[src/rtl/seg_rf_pkg.sv]
package seg_rf_pkg;
   typedef enum logic [1:0] {
      ACC_WORD  = 2'b00,
      ACC_LO    = 2'b01,
      ACC_HI    = 2'b10,
      ACC_WORD2 = 2'b11
   } acc_e;
endpackage

[src/rtl/seg_addr_gen.sv]
module seg_addr_gen #(
   parameter int SEG_W  = 16,
   parameter int OFF_W  = 16,
   parameter int SHIFT  = 4,
   parameter int ADDR_W = 20
) (
   input  logic [SEG_W-1:0]  seg,
   input  logic [OFF_W-1:0]  off,
   output logic [ADDR_W-1:0] addr
);
   localparam int BASE_W = SEG_W + SHIFT;

   if (ADDR_W < OFF_W || ADDR_W > BASE_W + 1) begin : g_bad_width
      $error("seg_addr_gen: ADDR_W out of range");
   end

   logic [BASE_W-1:0] base;
   assign base = {seg, {SHIFT{1'b0}}};
   // carry past the top address bit is dropped: the space wraps
   assign addr = ADDR_W'(base) + ADDR_W'(off);
endmodule

[src/rtl/seg_read_port.sv]
module seg_read_port
   import seg_rf_pkg::*;
#(
   parameter int DATA_W   = 16,
   parameter int NUM_REGS = 14,
   parameter int NUM_GP   = 4,
   parameter int IDX_W    = 4
) (
   input  logic [NUM_REGS*DATA_W-1:0] regs_flat,
   input  logic [IDX_W-1:0]           idx,
   input  logic [1:0]                 sel,
   output logic [DATA_W-1:0]          data
);
   localparam int HALF = DATA_W / 2;
   localparam logic [IDX_W-1:0] GP_LIM = IDX_W'(NUM_GP);

   logic [DATA_W-1:0] word;

   always_comb begin
      word = '0;
      for (int i = 0; i < NUM_REGS; i++) begin
         if (idx == IDX_W'(i)) word = regs_flat[i*DATA_W +: DATA_W];
      end
      data = word;
      if (idx < GP_LIM) begin
         if (sel == ACC_LO)      data = {{HALF{1'b0}}, word[HALF-1:0]};
         else if (sel == ACC_HI) data = {{HALF{1'b0}}, word[DATA_W-1:HALF]};
      end
   end
endmodule

[src/rtl/seg_fetch_ctrl.sv]
module seg_fetch_ctrl #(
   parameter int DATA_W = 16,
   parameter int ADV_W  = 3
) (
   input  logic              jmp_en,
   input  logic [DATA_W-1:0] jmp_seg,
   input  logic [DATA_W-1:0] jmp_off,
   input  logic              adv_en,
   input  logic [ADV_W-1:0]  adv_len,
   input  logic [DATA_W-1:0] ip_q,
   output logic              cs_ld,
   output logic [DATA_W-1:0] cs_val,
   output logic              ip_ld,
   output logic [DATA_W-1:0] ip_val
);
   if (ADV_W >= DATA_W) begin : g_bad_adv
      $error("seg_fetch_ctrl: ADV_W must be narrower than DATA_W");
   end

   assign cs_ld  = jmp_en;
   assign cs_val = jmp_seg;
   assign ip_ld  = jmp_en | adv_en;
   assign ip_val = jmp_en ? jmp_off : ip_q + DATA_W'(adv_len);
endmodule

[src/rtl/seg_reg_array.sv]
module seg_reg_array
   import seg_rf_pkg::*;
#(
   parameter int              DATA_W   = 16,
   parameter int              NUM_REGS = 14,
   parameter int              NUM_GP   = 4,
   parameter int              IDX_W    = 4,
   parameter int              CS_IDX   = 9,
   parameter int              IP_IDX   = 12,
   parameter logic [DATA_W-1:0] CS_RST = 16'hFFFF
) (
   input  logic                       clk,
   input  logic                       rst,
   input  logic                       wr_en,
   input  logic [IDX_W-1:0]           wr_idx,
   input  logic [1:0]                 wr_sel,
   input  logic [DATA_W-1:0]          wr_data,
   input  logic                       cs_ld,
   input  logic [DATA_W-1:0]          cs_val,
   input  logic                       ip_ld,
   input  logic [DATA_W-1:0]          ip_val,
   output logic [NUM_REGS*DATA_W-1:0] regs_flat
);
   localparam int HALF = DATA_W / 2;

   for (genvar g = 0; g < NUM_REGS; g++) begin : g_reg
      localparam logic [DATA_W-1:0] RST_V = (g == CS_IDX) ? CS_RST : '0;
      logic [DATA_W-1:0] q, d;
      logic              hit, ovr;
      logic [DATA_W-1:0] ovr_v;

      assign hit = wr_en && (wr_idx == IDX_W'(g));

      if (g < NUM_GP) begin : g_byte_lane
         always_comb begin
            case (wr_sel)
               ACC_LO:  d = {q[DATA_W-1:HALF], wr_data[HALF-1:0]};
               ACC_HI:  d = {wr_data[HALF-1:0], q[HALF-1:0]};
               default: d = wr_data;
            endcase
         end
      end else begin : g_word_lane
         assign d = wr_data;
      end

      if (g == CS_IDX) begin : g_cs
         assign ovr   = cs_ld;
         assign ovr_v = cs_val;
      end else if (g == IP_IDX) begin : g_ip
         assign ovr   = ip_ld;
         assign ovr_v = ip_val;
      end else begin : g_plain
         assign ovr   = 1'b0;
         assign ovr_v = '0;
      end

      always_ff @(posedge clk) begin
         if (rst)      q <= RST_V;
         else if (ovr) q <= ovr_v;
         else if (hit) q <= d;
      end

      assign regs_flat[g*DATA_W +: DATA_W] = q;
   end
endmodule

[src/rtl/seg_regfile.sv]
module seg_regfile #(
   parameter int              DATA_W   = 16,
   parameter int              NUM_REGS = 14,
   parameter int              NUM_GP   = 4,
   parameter int              SHIFT    = 4,
   parameter int              ADDR_W   = 20,
   parameter int              ADV_W    = 3,
   parameter int              CS_IDX   = 9,
   parameter int              IP_IDX   = 12,
   parameter logic [DATA_W-1:0] CS_RST = 16'hFFFF,
   localparam int             IDX_W    = $clog2(NUM_REGS)
) (
   input  logic              clk,
   input  logic              rst,
   input  logic [IDX_W-1:0]  rd_a_idx,
   input  logic [1:0]        rd_a_sel,
   output logic [DATA_W-1:0] rd_a_data,
   input  logic [IDX_W-1:0]  rd_b_idx,
   input  logic [1:0]        rd_b_sel,
   output logic [DATA_W-1:0] rd_b_data,
   input  logic              wr_en,
   input  logic [IDX_W-1:0]  wr_idx,
   input  logic [1:0]        wr_sel,
   input  logic [DATA_W-1:0] wr_data,
   input  logic              adv_en,
   input  logic [ADV_W-1:0]  adv_len,
   input  logic              jmp_en,
   input  logic [DATA_W-1:0] jmp_seg,
   input  logic [DATA_W-1:0] jmp_off,
   output logic [ADDR_W-1:0] fetch_addr,
   input  logic [DATA_W-1:0] xl_seg,
   input  logic [DATA_W-1:0] xl_off,
   output logic [ADDR_W-1:0] xl_addr
);
   localparam int NUM_RD = 2;

   if (DATA_W % 2 != 0) begin : g_bad_data
      $error("seg_regfile: DATA_W must be even");
   end
   if (NUM_GP > NUM_REGS || CS_IDX >= NUM_REGS || IP_IDX >= NUM_REGS) begin : g_bad_idx
      $error("seg_regfile: register index parameter out of range");
   end
   if (CS_IDX == IP_IDX || CS_IDX < NUM_GP || IP_IDX < NUM_GP) begin : g_bad_map
      $error("seg_regfile: fetch registers must be distinct word-only registers");
   end

   logic [NUM_REGS*DATA_W-1:0] regs_flat;
   logic [DATA_W-1:0]          cs_q, ip_q;
   logic                       cs_ld, ip_ld;
   logic [DATA_W-1:0]          cs_val, ip_val;

   logic [IDX_W-1:0]  rd_idx  [NUM_RD];
   logic [1:0]        rd_sel  [NUM_RD];
   logic [DATA_W-1:0] rd_data [NUM_RD];

   assign rd_idx[0] = rd_a_idx;
   assign rd_sel[0] = rd_a_sel;
   assign rd_idx[1] = rd_b_idx;
   assign rd_sel[1] = rd_b_sel;
   assign rd_a_data = rd_data[0];
   assign rd_b_data = rd_data[1];

   assign cs_q = regs_flat[CS_IDX*DATA_W +: DATA_W];
   assign ip_q = regs_flat[IP_IDX*DATA_W +: DATA_W];

   seg_fetch_ctrl #(.DATA_W(DATA_W), .ADV_W(ADV_W)) u_fetch (
      .jmp_en(jmp_en), .jmp_seg(jmp_seg), .jmp_off(jmp_off),
      .adv_en(adv_en), .adv_len(adv_len), .ip_q(ip_q),
      .cs_ld(cs_ld), .cs_val(cs_val), .ip_ld(ip_ld), .ip_val(ip_val)
   );

   seg_reg_array #(
      .DATA_W(DATA_W), .NUM_REGS(NUM_REGS), .NUM_GP(NUM_GP), .IDX_W(IDX_W),
      .CS_IDX(CS_IDX), .IP_IDX(IP_IDX), .CS_RST(CS_RST)
   ) u_regs (
      .clk(clk), .rst(rst),
      .wr_en(wr_en), .wr_idx(wr_idx), .wr_sel(wr_sel), .wr_data(wr_data),
      .cs_ld(cs_ld), .cs_val(cs_val), .ip_ld(ip_ld), .ip_val(ip_val),
      .regs_flat(regs_flat)
   );

   for (genvar p = 0; p < NUM_RD; p++) begin : g_rd
      seg_read_port #(
         .DATA_W(DATA_W), .NUM_REGS(NUM_REGS), .NUM_GP(NUM_GP), .IDX_W(IDX_W)
      ) u_port (
         .regs_flat(regs_flat), .idx(rd_idx[p]), .sel(rd_sel[p]), .data(rd_data[p])
      );
   end

   seg_addr_gen #(.SEG_W(DATA_W), .OFF_W(DATA_W), .SHIFT(SHIFT), .ADDR_W(ADDR_W)) u_fetch_addr (
      .seg(cs_q), .off(ip_q), .addr(fetch_addr)
   );

   seg_addr_gen #(.SEG_W(DATA_W), .OFF_W(DATA_W), .SHIFT(SHIFT), .ADDR_W(ADDR_W)) u_xlate (
      .seg(xl_seg), .off(xl_off), .addr(xl_addr)
   );
endmodule

[config.mk]
export PLATFORM = sky130hd
export DESIGN_NAME = seg_regfile
export DESIGN_NICKNAME = d
export VERILOG_FILES = /design/src/rtl/seg_rf_pkg.sv /design/src/rtl/seg_addr_gen.sv /design/src/rtl/seg_read_port.sv /design/src/rtl/seg_fetch_ctrl.sv /design/src/rtl/seg_reg_array.sv /design/src/rtl/seg_regfile.sv
export SDC_FILE = /design/constraint.sdc
export NUM_CORES = 1
export LEC_CHECK = 0
export ABC_AREA = 1
export BUFFER_PORTS_ARGS = -buffer_cell sky130_fd_sc_hd__buf_4
export CAP_MARGIN = 20
export CORE_MARGIN = 3
export CORE_UTILIZATION = 40
export CTS_CLUSTER_DIAMETER = 30
export DETAILED_ROUTE_END_ITERATION = 10
export HOLD_SLACK_MARGIN = 0.05
export RECOVER_POWER = 50
export SETUP_SLACK_MARGIN = 0.3
export SYNTH_ARGS = -nofsm -noshare
export SYNTH_HDL_FRONTEND = slang
export SYNTH_SLANG_ARGS = --single-unit
[constraint.sdc]
create_clock -name clk -period 2.9 [get_ports clk]
set_input_delay 0.145 -clock clk [delete_from_list [all_inputs] [get_ports clk]]
set_output_delay 0.145 -clock clk [all_outputs]
set_load 0.02 [all_outputs]
# Yosys cells after proc, flatten, opt, wreduce, memory -nomap -nowiden
# Index checks and enable logic that the tools add are counted.
[word_totals]
input_bits = 106
ff_bits = 224
elab_cells = 138
[op_classes]
n_eq_ne = 45
order_cmp = 2
mux = 40
bitwise = 3
reduce_logical = 27
add_sub_neg = 3
[ops]
columns = ["op", "count"]
rows = [
  ["16-bit 2-to-1 mux", 39],
  ["4-bit == test (second input constant)", 18],
  ["4-bit by 3-bit == test with 1-bit output (second input constant)", 12],
  ["20-bit by 16-bit adder with 20-bit output", 2],
  ["16-bit one-hot mux with 2 select lines", 1],
  ["4-bit by 2-bit == test with 1-bit output (second input constant)", 6],
  ["16-bit by 3-bit adder with 16-bit output", 1],
  ["2-bit AND reduction", 8],
  ["1-bit logical AND", 14],
  ["4-bit by 1-bit == test with 1-bit output (second input constant)", 3],
  ["4-bit zero test", 3],
  ["4-bit by 3-bit less-than comparator with 1-bit output (second input constant)", 2],
  ["2-bit by 1-bit == test with 1-bit output (second input constant)", 3],
  ["2-bit == test (second input constant)", 3],
  ["2-bit nonzero test", 2],
  ["1-bit NOT", 2],
  ["1-bit bitwise OR", 1],
]

# Longest topological paths before layout
# Gate-level depths: netlist of run 1.
[depth]
depth_word = 18
mapped_depth = 14
ltp_nobuf = 14

# Modules after synthesis
# From an unflattened synthesis of run 1, not the netlist that was laid out.
[hier_totals]
cells_unflattened = 2699
hier_area_um2 = 15363.5
[by_module_without_submodules]
columns = ["mod", "area_each_um2", "n_inst", "cells_each"]
rows = [
  ["seg_reg_array", 8695.8, 1, 1240],
  ["seg_read_port", 2099.5, 2, 488],
  ["seg_addr_gen", 862.1, 2, 168],
  ["seg_fetch_ctrl", 744.5, 1, 147],
]

# Least setup slack after synthesis of run 1
# No wires, ideal clock.
[synth_timing]
kind = "input port to output port"
from = "input xl_seg[0]"
to = "output xl_addr[18]"
path_buffers = 0
required_ns = 2.755
setup_slack_ns = 0.733
arrival_ns = 2.022
stages = 11
cell_sequence = "ha_1 -> inv_1 -> fa_1 -> nand3b_1 -> nand2_1 -> a21oi_1 -> o21ai_1 -> a21boi_0 -> o21ai_1 -> nand2_1 -> xnor2_1"
[synth_via]
elab_chain_cells = 1
[synth_rtl]
columns = ["item", "line_no", "rtl"]
rows = [
  ["from (decl)", "seg_regfile.sv:31", "input logic [DATA_W-1:0] xl_seg,"],
  ["20-bit by 16-bit adder with 20-bit output", "seg_addr_gen.sv:20", "assign addr = ADDR_W'(base) + ADDR_W'(off);"],
  ["to (decl)", "seg_regfile.sv:33", "output logic [ADDR_W-1:0] xl_addr"],
]
# No other way between the ends.

==> impl_metrics.py, run 1 <==
metrics = {
    "status": {
        "status": "finished, final reports clean",
    },
    "power": {
        "power.density_nw_per_um2": 673,
        "power_leakage_nw": 8.14,
        "ir_drop_uv": 675,
    },
    "synthesis": {
        "yosys_register_bits": 224,
        "synth_cells": 2187,
        "yosysSeqAreaShare": 0.328,
        "synth.distinct_cells": 40,
        "ys_warn_count": 0,
        "syn_area_per_cell_um2": 6.25,
        "syn_nets": 2325,
        "netlist_area_um2": 13700,
    },
    "critical_path": {
        "endpoint_kind": "flip-flop",
        "path_max_fanout": 81,
        "r2r_end": "u_regs.g_reg[12].q[12]",
        "cp.required_ns": 3.34,
        "worst_setup_path_start_kind": "input port",
        "cp-startpoint": "rst",
        "r2r_slack_ns": 0.54,
        "endpoint": "u_regs.g_reg[2].q[12]",
        "cp.arrival_ns": 3.14,
        "path_class": "in -> reg",
        "reg2reg_depth": 13,
        "reg2reg_from": "u_regs.g_reg[12].q[0]",
    },
    "die": {
        "core_um2": 33600,
        "die_x_um": 191,
        "die_h_um": 191,
        "io-pin-count": 178,
        "start_util": 0.407,
        "fp.dieArea_um2": 36500,
        "rows": 67,
    },
    "routing": {
        "post_drt_wl_per_cell_um": 20.2,
        "first_iter_violations": 1779,
        "num_vias": 16500,
        "drtAntennaViolNets": 0,
        "drt-pass1-iter-count": 6,
        "viasPerCell": 5.59,
        "post-route-drc-count": 0,
        "wl_um": 59700,
    },
    "final_layout": {
        "layout.nets": 2593,
        "finish.utilization": 0.558,
        "fill_cells": 3252,
        "final_cell_mix": "478 x nand2_1, 287 x nor2_1, 238 x o21ai_0",
        "syn_to_final_growth_pct": 37.1,
        "regMostFlops": "u_regs.g.q",
        "antenna_cells": 0,
        "fin_area_um2": 18800,
        "largest_register_ffs": 224,
        "final_common_cell": "nand2_1",
        "largestRegisters": "u_regs.g.q (224)",
        "drive_gt1_frac": 0.172,
    },
    "timing": {
        "finClkSkew_ns": 0.00632,
        "worst_pin_slew_ns": 1.45,
        "slew_headroom": 0.0340,
        "rsz0062_at_grt": "true",
        "fmax_ghz": 0.370,
        "timing.final.crit_share": 0.931,
        "period_minus_slack_ns": 2.70,
        "slew_viol_final": 0,
        "finalHoldViolCount": 0,
        "tns_ns": 0,
        "setup_viol": 0,
    },
    "global_route": {
        "grt_max_degree": 82,
        "grt_pass1_wl_um": 91000,
        "antenna_found_initial": 1,
        "grtUsageTotal": 0.323,
        "grt_overflow": 0,
        "first_global_vias": 15800,
    },
    "clocking": {
        "h-tree-depth": 2,
        "cts.sinks": 224,
        "cts_buffer_depth": 3,
        "insertion_delay_ns": 0.59,
        "root_buffer": "clkbuf_16",
        "clkTransAtPathRegs_ns": 0.05,
        "cts_made_buffers": 61,
        "cts_tree": "yes",
    },
    "placement": {
        "port_buffers": 169,
        "dp_hpwl_um": 42900,
        "place_area_um2": 15400,
        "place.gp.congestion": 0.967,
    },
    "worst_hold_path": {
        "min-delay-path-class": "in -> reg",
    },
    "job": {
        "maxCapViolations": 0,
    },
}
==> critical path, cell delays in order <==
cell	delay [ns]
dlygate4sd3_1	0.52
clkbuf_1	1.05
inv_4	0.57
buf_4	0.52
o21ai_0	0.18
a21oi_1	0.06
==> area by class of cell <==
| class | instances | area [µm²] | area share |
|---|---|---|---|
| repair buffers | 315 | 2510 | 0.134 |
| multi-input cells | 1622 | 8010 | 0.427 |
| clock buffers | 74 | 1690 | 0.0900 |
| clock inverters | 40 | 581 | 0.0310 |
| flip-flops and latches | 224 | 4540 | 0.242 |
| well taps | 448 | 561 | 0.0299 |
| inverters | 231 | 870 | 0.0464 |
==> power by group <==
group	total, W	internal, W	switching, W
Sequential	0.00330	0.00318	0.000118
Combinational	0.00192	0.000752	0.00117
Clock	0.00739	0.00520	0.00220
==> layer usage <==
layer	track usage	vias to the layer above	wire (µm)
li1	-	7809	-
met3	0.0589	128	5970
met2	0.523	886	27100
met4	0.124	0	2090
met1	0.427	7687	24600
met5	0	-	0
==> cell families after synthesis <==
logic type	after synthesis	share of synthesized area
adders and majority gates	32	0.0309
xor gates and xnor gates	26	0.0166
buffers and inverters	341	0.0996
AOI/OAI and AO/OA	529	0.205
and+or+nand+nor	1035	0.320
DFF	224	0.328
==> worst min-delay path by stage <==
stage,startpoint,end,cells past startpoint
after floorplan,rst,u_regs.g_reg[9].q[3],2
after CTS,wr_data[6],u_regs.g_reg[4].q[6],3
after detailed placement,xl_off[1],xl_addr[1],0
after global placement,xl_off[1],xl_addr[1],0
after global routing,wr_data[6],u_regs.g_reg[5].q[6],3
final,wr_idx[0],u_regs.g_reg[2].q[6],4
==> cell usage after synthesis (all sizes together) <==
library cell / number / area [µm²]
nand2: 482 / 1820
nor2: 305 / 1190
o21ai: 244 / 1220
a21oi: 228 / 1140
dfxtp: 224 / 4480
inv: 220 / 826
nand3: 146 / 731
clkbuf: 74 / 278
nand4: 74 / 463
buf: 36 / 218
ha: 29 / 363
xor2: 16 / 140
a221oi: 14 / 123
or2: 14 / 87.6
clkinv: 11 / 41.3
a31oi: 10 / 62.6
nor3: 10 / 65.1
xnor2: 10 / 87.6
o311ai: 6 / 52.6
o31ai: 6 / 45.0
o211ai: 5 / 37.5
a22oi: 4 / 30.0
o22ai: 4 / 25.0
a21boi: 3 / 22.5
a21o: 3 / 22.5
fa: 3 / 60.1
nand3b: 2 / 15.0
a211o: 1 / 8.76
and3: 1 / 6.26
nor3b: 1 / 7.51
o221ai: 1 / 8.76
==> per-stage QoR <==
| step | total power [W] | hold WS, ns | worst slack (ns) | std cells |
|---|---|---|---|---|
| floorplan | 0.00429 | 0.260 | 0.733 | 2187 |
| global placement | 0.00504 | 0.290 | 0.392 | 2750 |
| detailed placement | 0.00505 | 0.290 | 0.373 | 2750 |
| CTS | 0.0126 | 0.0662 | 0.204 | 2947 |
| global route | 0.0130 | 0.103 | 0.0698 | 2954 |
| finish | 0.0126 | 0.105 | 0.200 | 2954 |
==> repair_timing <==
action	CTS	global route
setup buffers	10	6
gates resized for setup	42	26
endpoints found under the hold margin	110	0
gates cloned	0	0
setup endpoints to repair	9	18
pin swaps	10	20
hold buffers	73	0
No activity file was read; power rests on OpenSTA's default activity.
==> run 2, diff against run 1 <==
--- a/config.mk
+++ b/config.mk
@@ -9,7 +9,7 @@
 export BUFFER_PORTS_ARGS = -buffer_cell sky130_fd_sc_hd__buf_4
 export CAP_MARGIN = 20
 export CORE_MARGIN = 3
-export CORE_UTILIZATION = 40
+export CORE_UTILIZATION = 30
 export CTS_CLUSTER_DIAMETER = 30
 export DETAILED_ROUTE_END_ITERATION = 10
 export HOLD_SLACK_MARGIN = 0.05
==> impl_metrics.py, run 2 (synthesis gave the netlist of run 1 again) <==
metrics = {
    "final_layout": {
        "layout.nets": 2583,
        "drive_gt1_frac": 0.168,
        "fill_cells": 4569,
        "antenna_cells": 0,
        "final_cell_mix": "478 x nand2_1, 286 x nor2_1, 238 x o21ai_0",
        "finish.utilization": 0.422,
        "largestRegisters": "u_regs.g.q (224)",
        "syn_to_final_growth_pct": 37.7,
        "largest_register_ffs": 224,
        "regMostFlops": "u_regs.g.q",
        "final_common_cell": "nand2_1",
    },
    "routing": {
        "num_vias": 16500,
        "post-route-drc-count": 0,
        "drt-pass1-iter-count": 5,
        "wl_um": 59700,
        "drtAntennaViolNets": 0,
        "first_iter_violations": 1903,
        "viasPerCell": 5.35,
        "post_drt_wl_per_cell_um": 19.3,
    },
    "global_route": {
        "grt_pass1_wl_um": 89000,
        "grt_overflow": 0,
        "grtUsageTotal": 0.239,
        "antenna_found_initial": 1,
        "first_global_vias": 15300,
        "grt_max_degree": 196,
    },
    "timing": {
        "finalHoldViolCount": 0,
        "fmax_ghz": 0.379,
        "timing.final.crit_share": 0.910,
        "worst_pin_slew_ns": 1.84,
        "slew_headroom": -0.225,
        "finClkSkew_ns": 0.00609,
        "setup_viol": 0,
        "tns_ns": 0,
        "rsz0062_at_grt": "true",
        "slew_viol_final": 196,
        "period_minus_slack_ns": 2.64,
    },
    "critical_path": {
        "worst_setup_path_start_kind": "flip-flop",
        "cp.required_ns": 2.76,
        "path_class": "reg -> out",
        "endpoint_kind": "primary output",
        "cp.arrival_ns": 2.49,
        "path_max_fanout": 3,
    },
    "worst_hold_path": {
        "min-delay-path-class": "in -> reg",
    },
    "clocking": {
        "insertion_delay_ns": 0.57,
        "cts_buffer_depth": 3,
        "cts.sinks": 224,
        "cts_tree": "yes",
        "root_buffer": "clkbuf_16",
        "clkTransAtPathRegs_ns": 0.05,
        "h-tree-depth": 2,
        "cts_made_buffers": 58,
    },
    "die": {
        "core_um2": 44600,
        "io-pin-count": 178,
        "fp.dieArea_um2": 48200,
        "rows": 77,
        "die_x_um": 220,
        "die_h_um": 220,
        "start_util": 0.307,
    },
    "power": {
        "seqPwrFrac": 0.264,
        "p_comb_frac": 0.152,
        "swShare": 0.265,
        "finalPower_w": 0.0126,
        "clockPowerShare": 0.584,
        "p_switching_w": 0.00332,
        "power.internal_w": 0.00924,
        "ir_drop_uv": 592,
        "power.density_nw_per_um2": 667,
        "power_leakage_nw": 8.09,
    },
    "placement": {
        "dp_hpwl_um": 43400,
        "place.gp.congestion": 0.965,
        "port_buffers": 169,
    },
    "status": {
        "violations": "capacitance limit, slew limit",
        "status": "complete, but fails checks",
    },
    "job": {
        "maxCapViolations": 1,
    },
}
run 2: metal layers:
metal	wire length, µm	up-vias	GRT usage
met5	14	-	0
met2	26400	897	0.374
met4	2040	2	0.0871
li1	-	7785	-
met3	6520	141	0.0467
met1	24800	7699	0.325
run 2: area by class of cell:
class | instances | area [µm²] | area share
clock buffers | 77 | 1660 | 0.0883
multi-input cells | 1622 | 7990 | 0.424
repair buffers | 308 | 2460 | 0.131
inverters | 231 | 873 | 0.0464
well taps | 592 | 741 | 0.0393
flip-flops and latches | 224 | 4540 | 0.241
clock inverters | 32 | 568 | 0.0302
run 2: critical path, stage by stage, from the launching register on:
cell and delay, ns:
dfxtp_4 0.35, ha_4 0.14, inv_2 0.03, fa_2 0.36, o21ai_4 0.18, buf_4 0.13
and3_1 0.14, a211o_1 0.16, nand3_2 0.09, xor2_1 0.17, buf_4 0.17
run 2: power by group through the flow:
stage / clock network, W / registers [W] / logic [W]
finish: 0.00734 / 0.00331 / 0.00191
global route: 0.00756 / 0.00332 / 0.00206
CTS: 0.00739 / 0.00330 / 0.00187
detailed placement: 0 / 0.00335 / 0.00171
global placement: 0 / 0.00335 / 0.00170
floorplan: 0 / 0.00329 / 0.00100
run 2: what timing repair did:
item,in CTS,in global routing
endpoints found under the setup margin,10,25
setup buffers,10,4
gates resized for setup,49,18
hold endpoints to repair,94,0
hold buffers,69,0
pin swaps,7,7
run 2: worst paths after layout:
kind                            slack [ns]             startpoint  depth (start not counted)                      to
worst max-delay path                  0.26   u_regs.g_reg[9].q[0]                         10          fetch_addr[18]
worst max register to register        0.54  u_regs.g_reg[12].q[0]                         14  u_regs.g_reg[12].q[14]
worst min-delay path                  0.07              wr_idx[1]                          4    u_regs.g_reg[3].q[7]
worst min register to register        0.47  u_regs.g_reg[5].q[13]                          2   u_regs.g_reg[5].q[13]
run 2: stage by stage:
step                      setup slack [ns]  hold WS (ns)  instance area [µm²]  cells
after floorplan                      0.733         0.260                13700   2187
after global placement               0.461         0.290                15600   2894
after detailed placement             0.379         0.290                15600   2894
after CTS                            0.226        0.0526                18800   3082
after global routing                 0.157        0.0824                18800   3086
final                                0.262        0.0709                18800   3086
==> run 3, diff against run 2 <==
--- a/config.mk
+++ b/config.mk
@@ -5,7 +5,7 @@
 export SDC_FILE = /design/constraint.sdc
 export NUM_CORES = 1
 export LEC_CHECK = 0
-export ABC_AREA = 1
+export ABC_AREA = 0
 export BUFFER_PORTS_ARGS = -buffer_cell sky130_fd_sc_hd__buf_4
 export CAP_MARGIN = 20
 export CORE_MARGIN = 3
@@ -13,7 +13,7 @@
 export CTS_CLUSTER_DIAMETER = 30
 export DETAILED_ROUTE_END_ITERATION = 10
 export HOLD_SLACK_MARGIN = 0.05
-export RECOVER_POWER = 50
+export RECOVER_POWER = 25
 export SETUP_SLACK_MARGIN = 0.3
 export SYNTH_ARGS = -nofsm -noshare
 export SYNTH_HDL_FRONTEND = slang
==> impl_metrics.py, run 3 <==
metrics = {
    "die": {
        "rows": 80,
        "fp.dieArea_um2": 52300,
        "die_x_um": 229,
        "die_h_um": 229,
        "io-pin-count": 178,
        "start_util": 0.308,
        "core_um2": 48300,
    },
    "clocking": {
        "insertion_delay_ns": 0.57,
        "cts_buffer_depth": 3,
        "clkTransAtPathRegs_ns": 0.05,
        "cts_tree": "yes",
        "cts_made_buffers": 55,
        "h-tree-depth": 2,
        "root_buffer": "clkbuf_16",
        "cts.sinks": 224,
    },
    "critical_path": {
        "path_max_fanout": 2,
        "cp.required_ns": 2.76,
        "cp.arrival_ns": 2.70,
        "r2r_slack_ns": 0.63,
        "reg2reg_depth": 8,
        "endpoint_kind": "primary output",
        "path_class": "reg -> out",
        "reg2reg_from": "u_regs.g_reg[12].q[1]",
        "r2r_end": "u_regs.g_reg[12].q[12]",
        "worst_setup_path_start_kind": "flip-flop",
    },
    "placement": {
        "dp_hpwl_um": 50200,
        "place.gp.congestion": 1.05,
        "place_inst": 2670,
        "port_buffers": 169,
        "place_ws_ns": 0.296,
    },
    "synthesis": {
        "synth_compound_area_frac": 0.228,
        "synth_common_cells": "339 x nand2_1, 240 x a21oi_1, 224 x dfxtp_1",
        "yosys.area_share.xor_xnor": 0.0153,
        "netlist_area_um2": 14900,
        "synth-edff-count": 0,
        "synth_top_family_by_area": "compound AO/OA/AOI/OAI gates",
        "synth_mux_area_frac": 0.155,
        "synth_cells": 1904,
        "synth-async-reset-ratio": 0,
        "post-synth-top-count-cell": "nand2_1",
        "synthAdderAreaFrac": 0.0284,
        "yosys_register_bits": 224,
        "yosys.area_share.simple": 0.210,
        "ys_warn_count": 0,
        "synth.distinct_cells": 81,
        "ys.flop_type": "dfxtp_1",
        "synth_area_leaders": "dfxtp_1 30%, nand2_1 8.5%, a21oi_1 8.1%",
        "syn_area_per_cell_um2": 7.82,
        "yosys.area.top_type": "dfxtp_1",
        "syn_nets": 2042,
        "synth_top_area_frac": 0.301,
        "yosysSeqAreaShare": 0.301,
    },
    "worst_hold_path": {
        "min_to": "u_regs.g_reg[12].q[9]",
        "hold-path-cell-count": 4,
        "min-delay-start": "jmp_off[9]",
        "min-delay-path-class": "in -> reg",
    },
    "global_route": {
        "grt_max_degree": 106,
        "first_global_vias": 15900,
        "grtUsageTotal": 0.253,
        "antenna_found_initial": 1,
        "grt_overflow": 0,
        "grt_pass1_wl_um": 103000,
    },
    "routing": {
        "drtAntennaViolNets": 0,
        "first_iter_violations": 2502,
        "post_drt_wl_per_cell_um": 24.4,
        "wl_um": 69300,
        "drt-pass1-iter-count": 7,
        "post-route-drc-count": 0,
        "viasPerCell": 5.84,
        "num_vias": 16600,
    },
    "timing": {
        "setup_ws_ns": 0.0530,
        "worst_pin_slew_ns": 1.56,
        "slew_headroom": -0.0422,
        "period_minus_slack_ns": 2.85,
        "rsz0062_at_grt": "true",
        "finalHoldViolCount": 0,
        "whs_ns": 0.120,
        "slew_viol_final": 17,
        "finClkSkew_ns": 0.00466,
        "fmax_ghz": 0.351,
        "setup_viol": 0,
        "timing.final.crit_share": 0.982,
    },
    "final_layout": {
        "regMostFlops": "u_regs.g.q",
        "final_cell_mix": "339 x nand2_1, 261 x buf_4, 232 x a21oi_1",
        "fill_cells": 4801,
        "final_common_cell": "nand2_1",
        "largest_register_ffs": 224,
        "layout.nets": 2273,
        "largestRegisters": "u_regs.g.q (224)",
        "syn_to_final_growth_pct": 35.0,
        "drive_gt1_frac": 0.254,
        "fin_cells": 2837,
    },
    "power": {
        "ir_drop_uv": 375,
        "power_leakage_nw": 7.72,
        "power.density_nw_per_um2": 612,
    },
    "status": {
        "violations": "capacitance limit, slew limit",
        "status": "complete, but fails checks",
    },
    "job": {
        "maxCapViolations": 1,
    },
}
run 3: how the worst max path moves through the flow:
stage | start | to | slack, ns | cells after the start
5_1_grt | u_regs.g_reg[12].q[4] | fetch_addr[18] | -0.03 | 10
6_report | u_regs.g_reg[12].q[4] | fetch_addr[18] | 0.05 | 10
4_1_cts | u_regs.g_reg[12].q[4] | fetch_addr[18] | 0.04 | 10
3_5_place_dp | u_regs.g_reg[9].q[0] | fetch_addr[18] | 0.30 | 10
2_1_floorplan | u_regs.g_reg[9].q[0] | fetch_addr[18] | 0.55 | 9
3_3_place_gp | u_regs.g_reg[9].q[0] | fetch_addr[18] | 0.31 | 10
run 3: power by group:
part | switching, W | internal, W | total, W
registers | 0.000104 | 0.00315 | 0.00326
logic | 0.00137 | 0.000945 | 0.00232
clock network | 0.00199 | 0.00473 | 0.00673
run 3: cell families after synthesis:
| group | count (synthesis) |
|---|---|
| buf+inv | 191 |
| flops | 224 |
| compound gates | 544 |
| simple gates | 702 |
| xor+xnor | 26 |
| fa+ha+maj | 32 |
| mux | 185 |
run 3: worst max-delay path, stage by stage (launching register included):
cell,delay (ns)
dfxtp_2,0.36
ha_4,0.15
inv_2,0.04
fa_2,0.35
nor2b_2,0.16
o31a_1,0.22
o221ai_2,0.15
a211oi_2,0.25
o211ai_1,0.13
xnor2_1,0.17
buf_4,0.16
run 3: cell type report:
| cell class | instances | area (µm²) | area share |
|---|---|---|---|
| diodes | 1 | 2.50 | 0.000125 |
| clock buffers | 68 | 1510 | 0.0750 |
| clock inverters | 34 | 524 | 0.0261 |
| inverters | 28 | 105 | 0.00523 |
| multi-input cells | 1489 | 9860 | 0.491 |
| flip-flops and latches | 224 | 4530 | 0.226 |
| well taps | 656 | 821 | 0.0409 |
| repair buffers | 337 | 2740 | 0.136 |
run 3: repair_timing:
item	CTS	global route
pin swaps	27	25
gates resized for setup	66	62
endpoints found under the hold margin	159	0
hold buffers	48	0
endpoints found under the setup margin	21	28
buffers inserted	10	6
run 3: metal layers:
| layer | up-vias | track usage | routed length [µm] |
|---|---|---|---|
| met5 | - | 0 | 0 |
| met4 | 0 | 0.113 | 3560 |
| met3 | 226 | 0.0576 | 7510 |
| met2 | 1179 | 0.396 | 30500 |
| met1 | 7860 | 0.332 | 27800 |
| li1 | 7313 | - | - |
run 3: metrics by stage:
stage                     setup TNS, ns   util  area, µm²  power, W
after floorplan                       0      -      14900   0.00449
after global placement                0  0.352      17000   0.00535
after detailed placement              0  0.352      17000   0.00538
after CTS                             0  0.411      19900    0.0122
after global routing            -0.0315  0.416      20100    0.0127
final                                 0  0.416      20100    0.0123
